==> config.mk <==
export PLATFORM = sky130hd
export DESIGN_NAME = pwr_seq_ctrl
export DESIGN_NICKNAME = d
export VERILOG_FILES = /design/src/rtl/pseq_pkg.sv /design/src/rtl/sync_2ff.sv /design/src/rtl/seq_fsm.sv /design/src/rtl/pwr_seq_ctrl.sv
export SDC_FILE = /design/constraint.sdc
export NUM_CORES = 1
export LEC_CHECK = 0
export BUFFER_PORTS_ARGS = -buffer_cell sky130_fd_sc_hd__buf_2
export CORE_UTILIZATION = 61
export CTS_BUF_LIST = sky130_fd_sc_hd__clkbuf_8
export DETAILED_ROUTE_END_ITERATION = 8
export PLACE_DENSITY = 0.81
export SLEW_MARGIN = 30
export SYNTH_ARGS = -nofsm -noshare
export SYNTH_HDL_FRONTEND = slang
export SYNTH_SLANG_ARGS = --single-unit
export TNS_END_PERCENT = 5
==> constraint.sdc <==
create_clock -name clk -period 2.6 [get_ports clk]
set_input_delay 0.39 -clock clk [delete_from_list [all_inputs] [get_ports clk]]
set_output_delay 0.39 -clock clk [all_outputs]
set_load 0.05 [all_outputs]
==> src/rtl/pseq_pkg.sv <==
// Package: shared state encoding and helpers that map sequence positions
// to the per-kind port indices (switching rails vs monitored rails).
package pseq_pkg;

    typedef enum logic [2:0] {
        ST_OFF  = 3'd0,
        ST_RAMP = 3'd1,
        ST_ON   = 3'd2,
        ST_DOWN = 3'd3,
        ST_HALT = 3'd4
    } seq_state_e;

    // Number of positions below n whose kind bit equals val.
    function automatic int kind_count(input logic [31:0] kind, input int n, input logic val);
        int c;
        c = 0;
        for (int i = 0; i < n; i++) begin
            if (kind[i] == val) c++;
        end
        return c;
    endfunction

    // Port index of position pos within its own kind group.
    function automatic int kind_pos(input logic [31:0] kind, input int pos);
        return kind_count(kind, pos, kind[pos]);
    endfunction

endpackage

==> src/rtl/sync_2ff.sv <==
// sync_2ff: two-flop synchronizer for a vector of independent asynchronous
// level flags. Assumes each bit is a slow level; no bus coherency is implied.
module sync_2ff #(
    parameter int W = 4
) (
    input  logic         clk,
    input  logic         rst_n,
    input  logic [W-1:0] d_i,
    output logic [W-1:0] q_o
);
    logic [W-1:0] stage1_q;
    logic [W-1:0] stage2_q;

    // Two register stages, cleared by reset.
    always_ff @(posedge clk) begin
        if (!rst_n) begin
            stage1_q <= '0;
            stage2_q <= '0;
        end else begin
            stage1_q <= d_i;
            stage2_q <= stage1_q;
        end
    end

    assign q_o = stage2_q;
endmodule

==> src/rtl/seq_fsm.sv <==
// seq_fsm: ordered enable/disable controller for N rails. Enables position
// 0 first and waits for each synchronized good flag, with a per-position
// timeout. Tears down in reverse with a settle gap on request or fault.
// Assumes good_i is already synchronized and every timeout is at least 1.
module seq_fsm
    import pseq_pkg::*;
#(
    parameter int                          N_RAILS      = 4,
    parameter int                          CNT_W        = 16,
    parameter logic [N_RAILS*CNT_W-1:0]    RAIL_TIMEOUT = {N_RAILS{CNT_W'(1000)}},
    parameter int unsigned                 SETTLE_CYC   = 64,
    localparam int                         IDX_W        = (N_RAILS > 1) ? $clog2(N_RAILS) : 1
) (
    input  logic               clk,
    input  logic               rst_n,
    input  logic               up_req_i,
    input  logic               down_req_i,
    input  logic [N_RAILS-1:0] good_i,
    output logic [N_RAILS-1:0] en_o,
    output logic [2:0]         state_o,
    output logic               fault_o,
    output logic [IDX_W-1:0]   fault_rail_o
);
    localparam logic [IDX_W-1:0] LAST_POS   = IDX_W'(N_RAILS - 1);
    localparam logic [CNT_W-1:0] SETTLE_END = CNT_W'(SETTLE_CYC - 1);

    seq_state_e          state_q, state_d;
    logic [IDX_W-1:0]    step_q, step_d;
    logic [CNT_W-1:0]    timer_q, timer_d;
    logic [N_RAILS-1:0]  en_q, en_d;
    logic                fault_q, fault_d;
    logic [IDX_W-1:0]    frail_q, frail_d;
    logic [CNT_W-1:0]    to_cur;
    logic [IDX_W-1:0]    low_idx;
    logic                any_low;

    assign to_cur = RAIL_TIMEOUT[step_q*CNT_W +: CNT_W];

    // Lowest position whose good flag is low.
    always_comb begin
        low_idx = '0;
        any_low = 1'b0;
        for (int i = N_RAILS - 1; i >= 0; i--) begin
            if (!good_i[i]) begin
                low_idx = IDX_W'(i);
                any_low = 1'b1;
            end
        end
    end

    // Next-state logic for sequencing, timing and fault latching.
    always_comb begin
        state_d = state_q;
        step_d  = step_q;
        timer_d = timer_q + 1'b1;
        en_d    = en_q;
        fault_d = fault_q;
        frail_d = frail_q;
        case (state_q)
            ST_OFF: begin
                timer_d = '0;
                if (up_req_i && !down_req_i) begin
                    state_d = ST_RAMP;
                    step_d  = '0;
                    en_d    = N_RAILS'(1);
                    frail_d = '0;
                end
            end
            ST_RAMP: begin
                if (down_req_i) begin
                    state_d      = ST_DOWN;
                    timer_d      = '0;
                    en_d[step_q] = 1'b0;
                end else if (good_i[step_q]) begin
                    timer_d = '0;
                    if (step_q == LAST_POS) begin
                        state_d = ST_ON;
                    end else begin
                        step_d               = step_q + 1'b1;
                        en_d[step_q + 1'b1]  = 1'b1;
                    end
                end else if (timer_q == to_cur - 1'b1) begin
                    fault_d      = 1'b1;
                    frail_d      = step_q;
                    state_d      = ST_DOWN;
                    timer_d      = '0;
                    en_d[step_q] = 1'b0;
                end
            end
            ST_ON: begin
                timer_d = '0;
                if (down_req_i || any_low) begin
                    if (!down_req_i) begin
                        fault_d = 1'b1;
                        frail_d = low_idx;
                    end
                    state_d        = ST_DOWN;
                    step_d         = LAST_POS;
                    en_d[LAST_POS] = 1'b0;
                end
            end
            ST_DOWN: begin
                if (timer_q == SETTLE_END) begin
                    timer_d = '0;
                    if (step_q == '0) begin
                        state_d = fault_q ? ST_HALT : ST_OFF;
                    end else begin
                        step_d                = step_q - 1'b1;
                        en_d[step_q - 1'b1]   = 1'b0;
                    end
                end
            end
            ST_HALT: begin
                timer_d = '0;
                if (down_req_i) begin
                    state_d = ST_OFF;
                    fault_d = 1'b0;
                end
            end
            default: begin
                state_d = ST_OFF;
                en_d    = '0;
            end
        endcase
    end

    // State registers with synchronous active-low reset.
    always_ff @(posedge clk) begin
        if (!rst_n) begin
            state_q <= ST_OFF;
            step_q  <= '0;
            timer_q <= '0;
            en_q    <= '0;
            fault_q <= 1'b0;
            frail_q <= '0;
        end else begin
            state_q <= state_d;
            step_q  <= step_d;
            timer_q <= timer_d;
            en_q    <= en_d;
            fault_q <= fault_d;
            frail_q <= frail_d;
        end
    end

    assign en_o         = en_q;
    assign state_o      = state_q;
    assign fault_o      = fault_q;
    assign fault_rail_o = frail_q;


    en_rise_one_chk: assert property (@(posedge clk) disable iff (!rst_n)
        $countones(en_q & ~$past(en_q)) <= 1);


    en_fall_one_chk: assert property (@(posedge clk) disable iff (!rst_n)
        $countones(~en_q & $past(en_q)) <= 1);


    no_rise_in_down_chk: assert property (@(posedge clk) disable iff (!rst_n)
        (state_q == ST_DOWN) |=> ((en_q & ~$past(en_q)) == '0));


    timer_bound_chk: assert property (@(posedge clk) disable iff (!rst_n)
        (state_q == ST_RAMP) |-> (timer_q < to_cur));


    halt_holds_chk: assert property (@(posedge clk) disable iff (!rst_n)
        (state_q == ST_HALT && !down_req_i) |=> (state_q == ST_HALT));


    fault_idx_hold_chk: assert property (@(posedge clk) disable iff (!rst_n)
        (fault_q && !(state_q == ST_HALT && down_req_i)) |=> (fault_q && $stable(frail_q)));
endmodule

==> src/rtl/pwr_seq_ctrl.sv <==
// pwr_seq_ctrl: top of the rail sequencer. Routes each sequence position to
// a run/power-good pair (switching rail) or a shutdown/in-range pair
// (monitored rail) according to RAIL_KIND, synchronizes the flags and
// hands them to the sequencing FSM. Assumes RAIL_KIND holds both kinds.
module pwr_seq_ctrl
    import pseq_pkg::*;
#(
    parameter int                       N_RAILS      = 4,
    parameter logic [N_RAILS-1:0]       RAIL_KIND    = 4'b1010,
    parameter int                       CNT_W        = 16,
    parameter logic [N_RAILS*CNT_W-1:0] RAIL_TIMEOUT = {N_RAILS{CNT_W'(1000)}},
    parameter int unsigned              SETTLE_CYC   = 64,
    localparam int                      N_SW         = kind_count(32'(RAIL_KIND), N_RAILS, 1'b1),
    localparam int                      N_LIN        = N_RAILS - N_SW,
    localparam int                      IDX_W        = (N_RAILS > 1) ? $clog2(N_RAILS) : 1
) (
    input  logic             clk,
    input  logic             rst_n,
    input  logic             up_req_i,
    input  logic             down_req_i,
    input  logic [N_SW-1:0]  sw_pgood_i,
    input  logic [N_LIN-1:0] lin_inrange_i,
    output logic [N_SW-1:0]  sw_run_o,
    output logic [N_LIN-1:0] lin_shdn_n_o,
    output logic [2:0]       state_o,
    output logic             fault_o,
    output logic [IDX_W-1:0] fault_rail_o
);
    logic [N_RAILS-1:0] good_raw;
    logic [N_RAILS-1:0] good_sync;
    logic [N_RAILS-1:0] rail_en;

    // Per-position routing between sequence order and kind-specific ports.
    for (genvar g = 0; g < N_RAILS; g++) begin : g_rail
        localparam int SUB = kind_pos(32'(RAIL_KIND), g);
        if (RAIL_KIND[g]) begin : g_sw
            assign sw_run_o[SUB] = rail_en[g];
            assign good_raw[g]   = sw_pgood_i[SUB];
        end else begin : g_lin
            assign lin_shdn_n_o[SUB] = rail_en[g];
            assign good_raw[g]       = lin_inrange_i[SUB];
        end
    end

    sync_2ff #(.W(N_RAILS)) u_sync (
        .clk   (clk),
        .rst_n (rst_n),
        .d_i   (good_raw),
        .q_o   (good_sync)
    );

    seq_fsm #(
        .N_RAILS      (N_RAILS),
        .CNT_W        (CNT_W),
        .RAIL_TIMEOUT (RAIL_TIMEOUT),
        .SETTLE_CYC   (SETTLE_CYC)
    ) u_fsm (
        .clk          (clk),
        .rst_n        (rst_n),
        .up_req_i     (up_req_i),
        .down_req_i   (down_req_i),
        .good_i       (good_sync),
        .en_o         (rail_en),
        .state_o      (state_o),
        .fault_o      (fault_o),
        .fault_rail_o (fault_rail_o)
    );
endmodule

==> Word level (Yosys, flattened, before mapping) <==
Cells that the tools add are included.
{ "word_totals": {"reg_bits": 36, "inputBits": 8, "elab_cells": 131, "output_inout_bits": 10} }
{ "classes": {"order_cmp": 6, "muxes": 63, "shifts": 1, "n_reduce_logical": 19, "bitwise_logic": 7, "addsub": 4, "eq_ne": 22} }
{ "ops": {"columns": ["cell", "count"], "rows": [
  ["2-to-1 mux 16 bit", 4],
  ["indexed part select 64 x 7 -> 16 bit, first input constant", 1],
  ["case mux 16 bit (3 select lines)", 1],
  ["2-to-1 mux 2 bit", 16],
  ["2-to-1 mux 3 bit", 10],
  ["2-to-1 mux 4 bit", 7],
  ["AND reduction 7 bit", 4],
  ["adder 16 x 1 -> 16 bit, second input constant", 1],
  ["equality test 16 bit", 1],
  ["equality test 16 x 6 -> 1 bit, second input constant", 1],
  ["subtractor 16 x 1 -> 16 bit, second input constant", 1],
  ["2-to-1 mux 1 bit", 15],
  ["case mux 3 bit (5 select lines)", 1],
  ["!= test 2 x 1 -> 1 bit, second input constant", 6],
  ["!= test 2 bit, second input constant", 6],
  ["case mux 3 bit (4 select lines)", 1],
  ["< comparator 2 x 3 -> 1 bit, second input constant", 3],
  ["bitwise AND 4 bit", 2],
  ["!= test 4 bit, second input constant", 2],
  ["NOT 4 bit", 2],
  ["case mux 2 bit (4 select lines)", 1],
  ["AND reduction 8 bit", 1],
  ["demux 1 bit (select 2 bit)", 3],
  ["equality test 3 x 2 -> 1 bit, second input constant", 2],
  ["other kinds (23)", 30]
]} }

==> Depth between registers and ports, before layout <==
Gate-level depths: netlist (run 1).
{ "logic_depth": {"ltp_word": 10, "depth_mapped": 8, "depth_no_buf": 7} }

==> By module <==
A second synthesis (run 1) with hierarchy kept.
{ "hier_totals": {"hier_cells": 245, "hier_area_um2": 2059.5} }
{ "by_module_without_submodules": {"columns": ["module", "cells_each", "seq_area_each_um2", "instances", "area_per_inst_um2"], "rows": [
  ["seq_fsm", 229, 560.5, 1, 1849.3],
  ["sync_2ff", 16, 160.2, 1, 210.2]
]} }

==> Least setup slack after synthesis (run 1) <==
No wires, ideal clock.
{ "synth_timing": {"path_type": "reg-to-reg", "startpoint": "reg u_fsm.state_q[2], in the netlist u_fsm.state_o[2]", "endpoint": "reg u_fsm.en_q[3], in the netlist u_fsm.en_o[3]", "stages_incl_launch_ff": 9, "synth_period_minus_slack_ps": 2179, "t_required_ps": 2483, "setup_ps": 117, "n_path_buf": 3, "arrival_ps": 2061, "setup_slack_ps": 421, "cell_sequence": "dfxtp_1 buf_6 or2_1 buf_2 or4_1 buf_2 o21ai_0 or4b_1 a32o_1"} }
{ "synth_via": {"elab_chain_len": 3, "elab_cells_between_ends": 14, "classes_between": "eq/ne (10); mux (1); bitwise (1); reduce/logical (2)"} }
{ "synth_lines": {"columns": ["element", "line", "source"], "rows": [
  ["start: declaration", "seq_fsm.sv:27", "seq_state_e state_q, state_d;"],
  ["start signal: assignment", "seq_fsm.sv:137", "state_q <= state_d;"],
  ["equality test 3 x 1 -> 1 bit (tied with other cells)", "seq_fsm.sv:59", "case (state_q)"],
  ["!= test 4 bit (no source line) (tied with other cells)", null, null],
  ["AND reduction 7 bit (no source line)", null, null],
  ["end signal: assignment", "seq_fsm.sv:140", "en_q <= en_d;"],
  ["end: declaration", "seq_fsm.sv:30", "logic [N_RAILS-1:0] en_q, en_d;"]
]} }
Parallel ways exist; a longest one is shown, timed or not.
A chain may end at the register's enable or synchronous reset.

==> Worst setup path after layout (run 1) <==
{ "layout_timing": {"startpoint": "reg u_fsm.step_q[0]", "endpoint": "reg u_fsm.en_q[3], in the netlist u_fsm.en_o[3]"} }
{ "layout_via": {"elab_chain_len": 10, "elab_cells_between_ends": 40, "classes_between": "add/sub (3); order compare (6); eq/ne (5); shift (1); mux (15); bitwise (5); reduce/logical (5)"} }
{ "layout_lines": {"columns": ["element", "line", "source"], "rows": [
  ["start: declaration", "seq_fsm.sv:28", "logic [IDX_W-1:0] step_q, step_d;"],
  ["start signal: assignment", "seq_fsm.sv:138", "step_q <= step_d;"],
  ["parallel branches: the longest is 10 deep, another holds subtractor 16 x 1 -> 16 bit", null, null]
]} }
Several ways; the timed one is not identified. The select of a mux whose other input is x is not followed.

==> impl_results.md, run 1 <==
* GRT met2 Usage at ~41%
* Setup TNS at 0 ns
* VDD IR max at about 0.00043 V
* Final #Nets at about 270
* Die Ht at 59.45 um
* Syn avg cell area at 8.494 um2
* Crit path time final at approximately 2.3 ns
* Die area at around 0.0035 mm2
* WP depth at 7
* Setup-failing EPs final at 0
* Clk Latency, worst-skew pair at approximately 0.29 ns
* Crit path cell chain: inv_1 -> ha_1 -> and4b_1 -> and4_2 -> o21ai_1 -> or4b_1 -> a32o_1
* Grt ovf at 0
* RSZ-0062 raised after global routing: false
* Largest net degree at the start of global routing at 23
* CTS tree: yes
* Synth top area share at a little over a third
* Routed vias/inst at ~6
* Boundary pin count at 18
* N_diodes at 0
* Worst min-delay path category: input pin to flip-flop
* Total number of vias at 1788
* CP Data Required Time at approximately 2.8 ns
* Cts bufs inserted at 5
* Final WL at approximately 4200 um
* Routability cong. at ~0.95
* Met3 track demand over resource at 6.987%
* Distinct cells, synth at 61
* Setup crit end kind: flip-flop
* Slew Limit Fails at 0
* Area growth syn-to-layout at 10.25%
* Final HPWL DP at roughly 3000 um
* Chip Width at 59.45 um
* Clock slew at reported path FFs at 0.07 ns
* Cell taking the most area after synthesis: dfxtp_1
* Critical Path AT at approximately 2.5 ns
* Initial Utilization at about two thirds
* Fillers at approximately 270
* Vias in the first global route at roughly 1600
* Final Core Density at between 70% and 80%
* Worst Reg2Reg Path Length in Cells at 7
* Post-detailed-route wirelength per cell at 14.23 um
* Setup Skew at 0.006799 ns
* EDFF count, synth at 0
* Crit Path Class: flip-flop to flip-flop
* Share of cells above drive strength 1 at ~15%
* Pwr Density at ~620 mW/mm2
* Clock root buffer: clkbuf_8
* Worst path slowest cell: or4b_1
* Cell Area, Synth at 0.002013 mm2
* Met1 GRT Util at between 30% and 40%
* Cell row count at 20
* Sequential share of the synthesized area at 35.80%
* Gr busiest metal: met2
* CTS sink count at 36
* CP max stage delay at approximately 0.49 ns
* Final Hold Viols at 0
* Crit path max-delay family: simple AND/OR/NAND/NOR gates
* Pre-CTS setup slack at between 0.3 and 0.4 ns
* Core ar. at just over 0.003 mm2
* Port bufs at 17
* Leakage power at just over 0.0008 uW
* Crit path max fanout at 7
* Number of gates resized after cts at 0
* Post-route setup slack at about 0.32 ns
* Clk buf depth at 2
* Initial drt markers at between 100 and 150
* Syn nets at 250
* Flops & latches, synth at 36
* Drt drc at 0
* Outcome: complete, no violations
* Setup Buffers After CTS at 0
* Pre-antenna DRT Iters at 4
* Fmax at about 0.44 GHz
* Leading post-synthesis cells by cell area: dfxtp_1 (36%), nor2_1 (4.8%), xnor2_1 (4.8%)
* Cells after synthesis at 237
* All-Layer GR Usage at between 20% and 30%
* Worst Max-Slew Pin Slew at about 0.44 ns
* First-pass GRT wire length at 7065 um
* Hold path depth at 2
* H-tree Lvls at 2
* Synth Flop Type: dfxtp_1
* Antenna-violating nets left at 0
* Async SR Flop Fraction at 0%
* Crit path launch type: flip-flop
* Relative max-transition margin at between 70% and 80%
* Number of max-cap violations at 0
* Hold-fix buffers, CTS at 0
* Synth warn at 0
* Initial antenna violation count at 0
* Worst path buffer plus inverter count at 1
* Final worst-path cycle share at 87.78%
## worst reg2reg max path, delay by kind of cell, from the launching register on
family | cells | cell delay (ns)
AND/OR/NAND/NOR | 3 | 1.02
buffers and inverters | 1 | 0.11
flip-flops | 1 | 0.46
AO/OA/AOI/OAI | 2 | 0.33
adder cells (fa/ha/maj) | 1 | 0.26
## area by class of cell
cell class,instances,area [um2],share of cell area [%]
sequential,36,720.7,32.47
multi-input combinational,178,1190,53.61
timing repair buffer,21,115.1,5.186
inverter,11,41.29,1.860
clock buffer,6,82.58,3.720
tap,44,55.05,2.480
clock inverter,2,15.01,0.6764
## metal layers
layer | vias up | wire length [um]
li1 | 887 | -
met1 | 817 | 1908
met2 | 68 | 1962
met3 | 16 | 222
met4 | 0 | 148
met5 | - | 0
## path summary, 6_finish.rpt
| path | start | end | slack, ns |
|---|---|---|---|
| setup reg to reg | u_fsm.step_q[0] | u_fsm.en_o[3] | 0.32 |
| hold / removal | sw_pgood_i[0] | u_sync.stage1_q[1] | 0.30 |
| setup / recovery | u_fsm.step_q[0] | u_fsm.en_o[3] | 0.32 |
| hold reg to reg | u_sync.stage1_q[1] | u_sync.q_o[1] | 0.44 |
## Yosys cell counts (all sizes together), types with 2 or more instances
cell / n
dfxtp: 36
nor2: 26
nand2: 19
nand3: 12
inv: 11
xnor2: 11
a21oi: 10
and2: 10
o21ai: 9
buf: 6
clkbuf: 6
ha: 5
nor3: 5
nor4: 5
nand4: 4
nor3b: 4
xor2: 4
a211oi: 3
a32o: 3
and4: 3
nand2b: 3
nand3b: 3
o211ai: 3
o21a: 3
a21boi: 2
a31oi: 2
a41oi: 2
and3: 2
and4b: 2
mux2i: 2
or2: 2
## flip-flops by register name, indices dropped and copies added, names as in the netlist
signal and flops:
u_fsm.fault_o 1, u_fsm.timer_q 16, u_fsm.en_o 4, u_fsm.fault_rail_o 2, u_sync.q_o 4, u_fsm.step_q 2
u_sync.stage1_q 4, u_fsm.state_o 3
## report_power, final
| group | internal (uW) | switching [uW] | total [uW] |
|---|---|---|---|
| Sequential | 580 | 29.5 | 609 |
| Clock | 214 | 201 | 415 |
| Combinational | 127 | 224 | 350 |
## stage by stage
stage / cells / power (uW) / cell area (um2) / hold slack (ns)
finish: 298 / 1375 / 2220 / 0.3014
floorplan: 237 / 881.8 / 2013 / 0.4119
CTS: 298 / 1379 / 2220 / 0.2978
global placement: 290 / 963.4 / 2122 / 0.4163
global route: 298 / 1449 / 2220 / 0.2898
detailed placement: 290 / 964.0 / 2122 / 0.4188
## cell families (layout without fill, tap and decap cells)
logic type | Yosys count | count (layout) | synth area share, %
AND/OR/NAND/NOR | 105 | 105 | 29.52
AO/OA/AOI/OAI | 50 | 50 | 17.84
flip-flops | 36 | 36 | 35.80
buffers and inverters | 23 | 40 | 5.096
XOR/XNOR | 15 | 15 | 6.525
adder cells (fa/ha/maj) | 5 | 5 | 3.108
multiplexers | 3 | 3 | 2.113
## placed cells by master, fill, tap and decap left out, types with 5 or more instances in the layout
cell type	count
dfxtp_1	36
nor2_1	26
nand2_1	19
buf_2	17
nand3_1	12
inv_1	11
xnor2_1	11
and2_1	10
a21oi_1	10
o21ai_0	8
clkbuf_8	6
nor3_1	5
ha_1	5
(Power assumes the default switching activity.)
==> run 2: changes to the inputs <==
--- a/config.mk
+++ b/config.mk
@@ -10,6 +10,7 @@
 export CTS_BUF_LIST = sky130_fd_sc_hd__clkbuf_8
 export DETAILED_ROUTE_END_ITERATION = 8
 export PLACE_DENSITY = 0.81
+export RECOVER_POWER = 25
 export SLEW_MARGIN = 30
 export SYNTH_ARGS = -nofsm -noshare
 export SYNTH_HDL_FRONTEND = slang
==> impl_results.md, run 2 (synthesized netlist as in run 1, its figures left out) <==
* Share of cells above drive strength 1 at 13.78% (was 15.35%)
* Pre-antenna DRT Iters at 4 (unchanged)
* VDD IR max at 0.0004308 V (was 0.0004306 V)
* Chip Width at 59.45 um (unchanged)
* Number of gates resized after cts at 0 (unchanged)
* Worst path slowest cell: or4b_1 (unchanged)
* Crit path launch type: flip-flop (unchanged)
* Combinational share of power at 25.4% (was 25.5%)
* Total number of vias at 1775 (was 1788)
* Final #Nets at 266 (unchanged)
* Critical Path AT at 2.47 ns (was 2.46 ns)
* Leading cell type in the layout, fill and taps excluded: dfxtp_1 (unchanged)
* Die Ht at 59.45 um (unchanged)
* Setup Skew at 0.007892 ns (was 0.006799 ns)
* Clk buf depth at 2 (unchanged)
* Crit path time final at 2.289 ns (was 2.282 ns)
* Hold-fix buffers, CTS at 0 (unchanged)
* H-tree Lvls at 2 (unchanged)
* Largest register FFs at 16 (unchanged)
* Clock slew at reported path FFs at 0.07 ns (about the same)
* Crit path cell chain: inv_1 -> ha_1 -> and4b_1 -> and4_2 -> o21ai_1 -> or4b_1 -> a32o_1 (unchanged)
* Reg power frac at 44.4% (was 44.3%)
* Setup-failing EPs final at 0 (unchanged)
* Routability cong. at 0.9542 (unchanged)
* RSZ-0062 raised after global routing: false (unchanged)
* Crit Path Class: flip-flop to flip-flop (unchanged)
* Vias in the first global route at 1552 (unchanged)
* Grt ovf at 0 (unchanged)
* Clock share of power at 30.2% (about the same)
* CTS sink count at 36 (unchanged)
* Antenna-violating nets left at 0 (unchanged)
* Worst min-delay path category: input pin to flip-flop (unchanged)
* Cts bufs inserted at 5 (unchanged)
* Most frequent cells in the layout: dfxtp_1 (36), nor2_1 (26), nand2_1 (19) (unchanged)
* Power, Total at 1375 uW (about the same)
* Largest net degree at the start of global routing at 23 (unchanged)
* Fmax at 0.4370 GHz (was 0.4382 GHz)
* N_diodes at 0 (unchanged)
* Drt drc at 0 (unchanged)
* Pwr Density at 620.9 mW/mm2 (was 619.5 mW/mm2)
* Boundary pin count at 18 (unchanged)
* Post-detailed-route wirelength per cell at 14.34 um (was 14.23 um)
* Largest Register: u_fsm.timer_q (unchanged)
* Setup TNS at 0 ns (unchanged)
* Die area at 0.003534 mm2 (unchanged)
* All-Layer GR Usage at 27.34% (unchanged)
* Clock root buffer: clkbuf_8 (unchanged)
* Switching pwr at 456.1 uW (was 454.5 uW)
* CP Data Required Time at 2.78 ns (about the same)
* Fin Hold WS at 0.3011 ns (was 0.3014 ns)
* Initial antenna violation count at 0 (unchanged)
* Initial Utilization at 64.88% (unchanged)
* CP max stage delay at 0.49 ns (about the same)
* Outcome: complete, no violations (unchanged)
* Slew Limit Fails at 0 (unchanged)
* Final worst-path cycle share at 88.02% (was 87.78%)
* Core ar. at 0.003103 mm2 (unchanged)
* Setup Buffers After CTS at 0 (unchanged)
* Final HPWL DP at 3040 um (unchanged)
* Area growth syn-to-layout at 10.01% (was 10.25%)
* Final Hold Viols at 0 (unchanged)
* Port bufs at 17 (unchanged)
* Pre-CTS setup slack at 0.3575 ns (unchanged)
* Internal power at 919.0 uW (was 920.6 uW)
* CTS tree: yes (unchanged)
* Crit path max fanout at 7 (unchanged)
* Switching Share at 33.17% (was 33.05%)
* Routed vias/inst at 5.956 (was 6.000)
* First-pass GRT wire length at 7065 um (unchanged)
* Cell row count at 20 (unchanged)
* Relative max-transition margin at 43.04% (was 70.50%)
* Leakage power at 0.0008117 uW (was 0.0008297 uW)
* Number of max-cap violations at 0 (unchanged)
* Final WL at 4272 um (was 4241 um)
* Initial drt markers at 170 (was 148)
* Worst Max-Slew Pin Slew at 0.8544 ns (was 0.4378 ns)
* Setup crit end kind: flip-flop (unchanged)
* Post-route setup slack at 0.3115 ns (was 0.3177 ns)
* Clk Latency, worst-skew pair at 0.29 ns (about the same)
-- run 2: cell types whose count changed in the layout (fill, tap and decap cells not counted) --
cell / before / now
buf_2: 17 / 13
clkbuf_1: 0 / 4
and2_1: 10 / 7
and2_0: 0 / 3
-- run 2: critical path, delay by kind of cell (launching register included) --
kind                       cells  cell delay [ns]
AOI/OAI and AO/OA              2             0.33
adders and majority gates      1             0.26
buffers and inverters          1             0.11
DFF                            1             0.47
and+or+nand+nor                3             1.02
-- run 2: path summary, 6_finish.rpt --
check / slack, ns / cells after the start / endpoint / start
max: 0.31 / 7 / u_fsm.en_o[3] / u_fsm.step_q[0]
min: 0.30 / 2 / u_sync.stage1_q[1] / sw_pgood_i[0]
max reg2reg: 0.31 / 7 / u_fsm.en_o[3] / u_fsm.step_q[0]
min reg2reg: 0.44 / 1 / u_sync.q_o[1] / u_sync.stage1_q[1]
-- run 2: per-stage QoR --
step	area (um2)	util, %	std cells
2_1_floorplan	2013	-	237
3_3_place_gp	2122	68.39	290
3_5_place_dp	2122	68.39	290
4_1_cts	2220	71.53	298
5_1_grt	2215	71.37	298
6_report	2215	71.37	298
-- run 2: final cells by class --
| class | instances | area (um2) |
|---|---|---|
| Tap cell | 44 | 55.05 |
| Timing Repair Buffer | 21 | 110.1 |
| Fill cell | 269 | 888.4 |
| Clock inverter | 2 | 15.01 |
| Clock buffer | 6 | 82.58 |
| Inverter | 11 | 41.29 |
| Sequential cell | 36 | 720.7 |
| Multi-Input combinational cell | 178 | 1190 |
-- run 2: routing by layer --
metal | track usage (%) | part of all wire [%] | vias up
met4 | 17.35 | 3.9 | 0
met1 | 34.96 | 45 | 805
met5 | 0 | 0 | -
li1 | - | - | 887
met2 | 40.77 | 46 | 65
met3 | 6.987 | 5.3 | 18
-- run 2: power by group through the flow --
stage / logic, uW / clock network [uW] / registers (uW)
2_1_floorplan: 221 / 0 / 661
3_3_place_gp: 343 / 0 / 620
3_5_place_dp: 342 / 0 / 622
4_1_cts: 345 / 424 / 609
5_1_grt: 382 / 450 / 616
6_report: 349 / 416 / 610
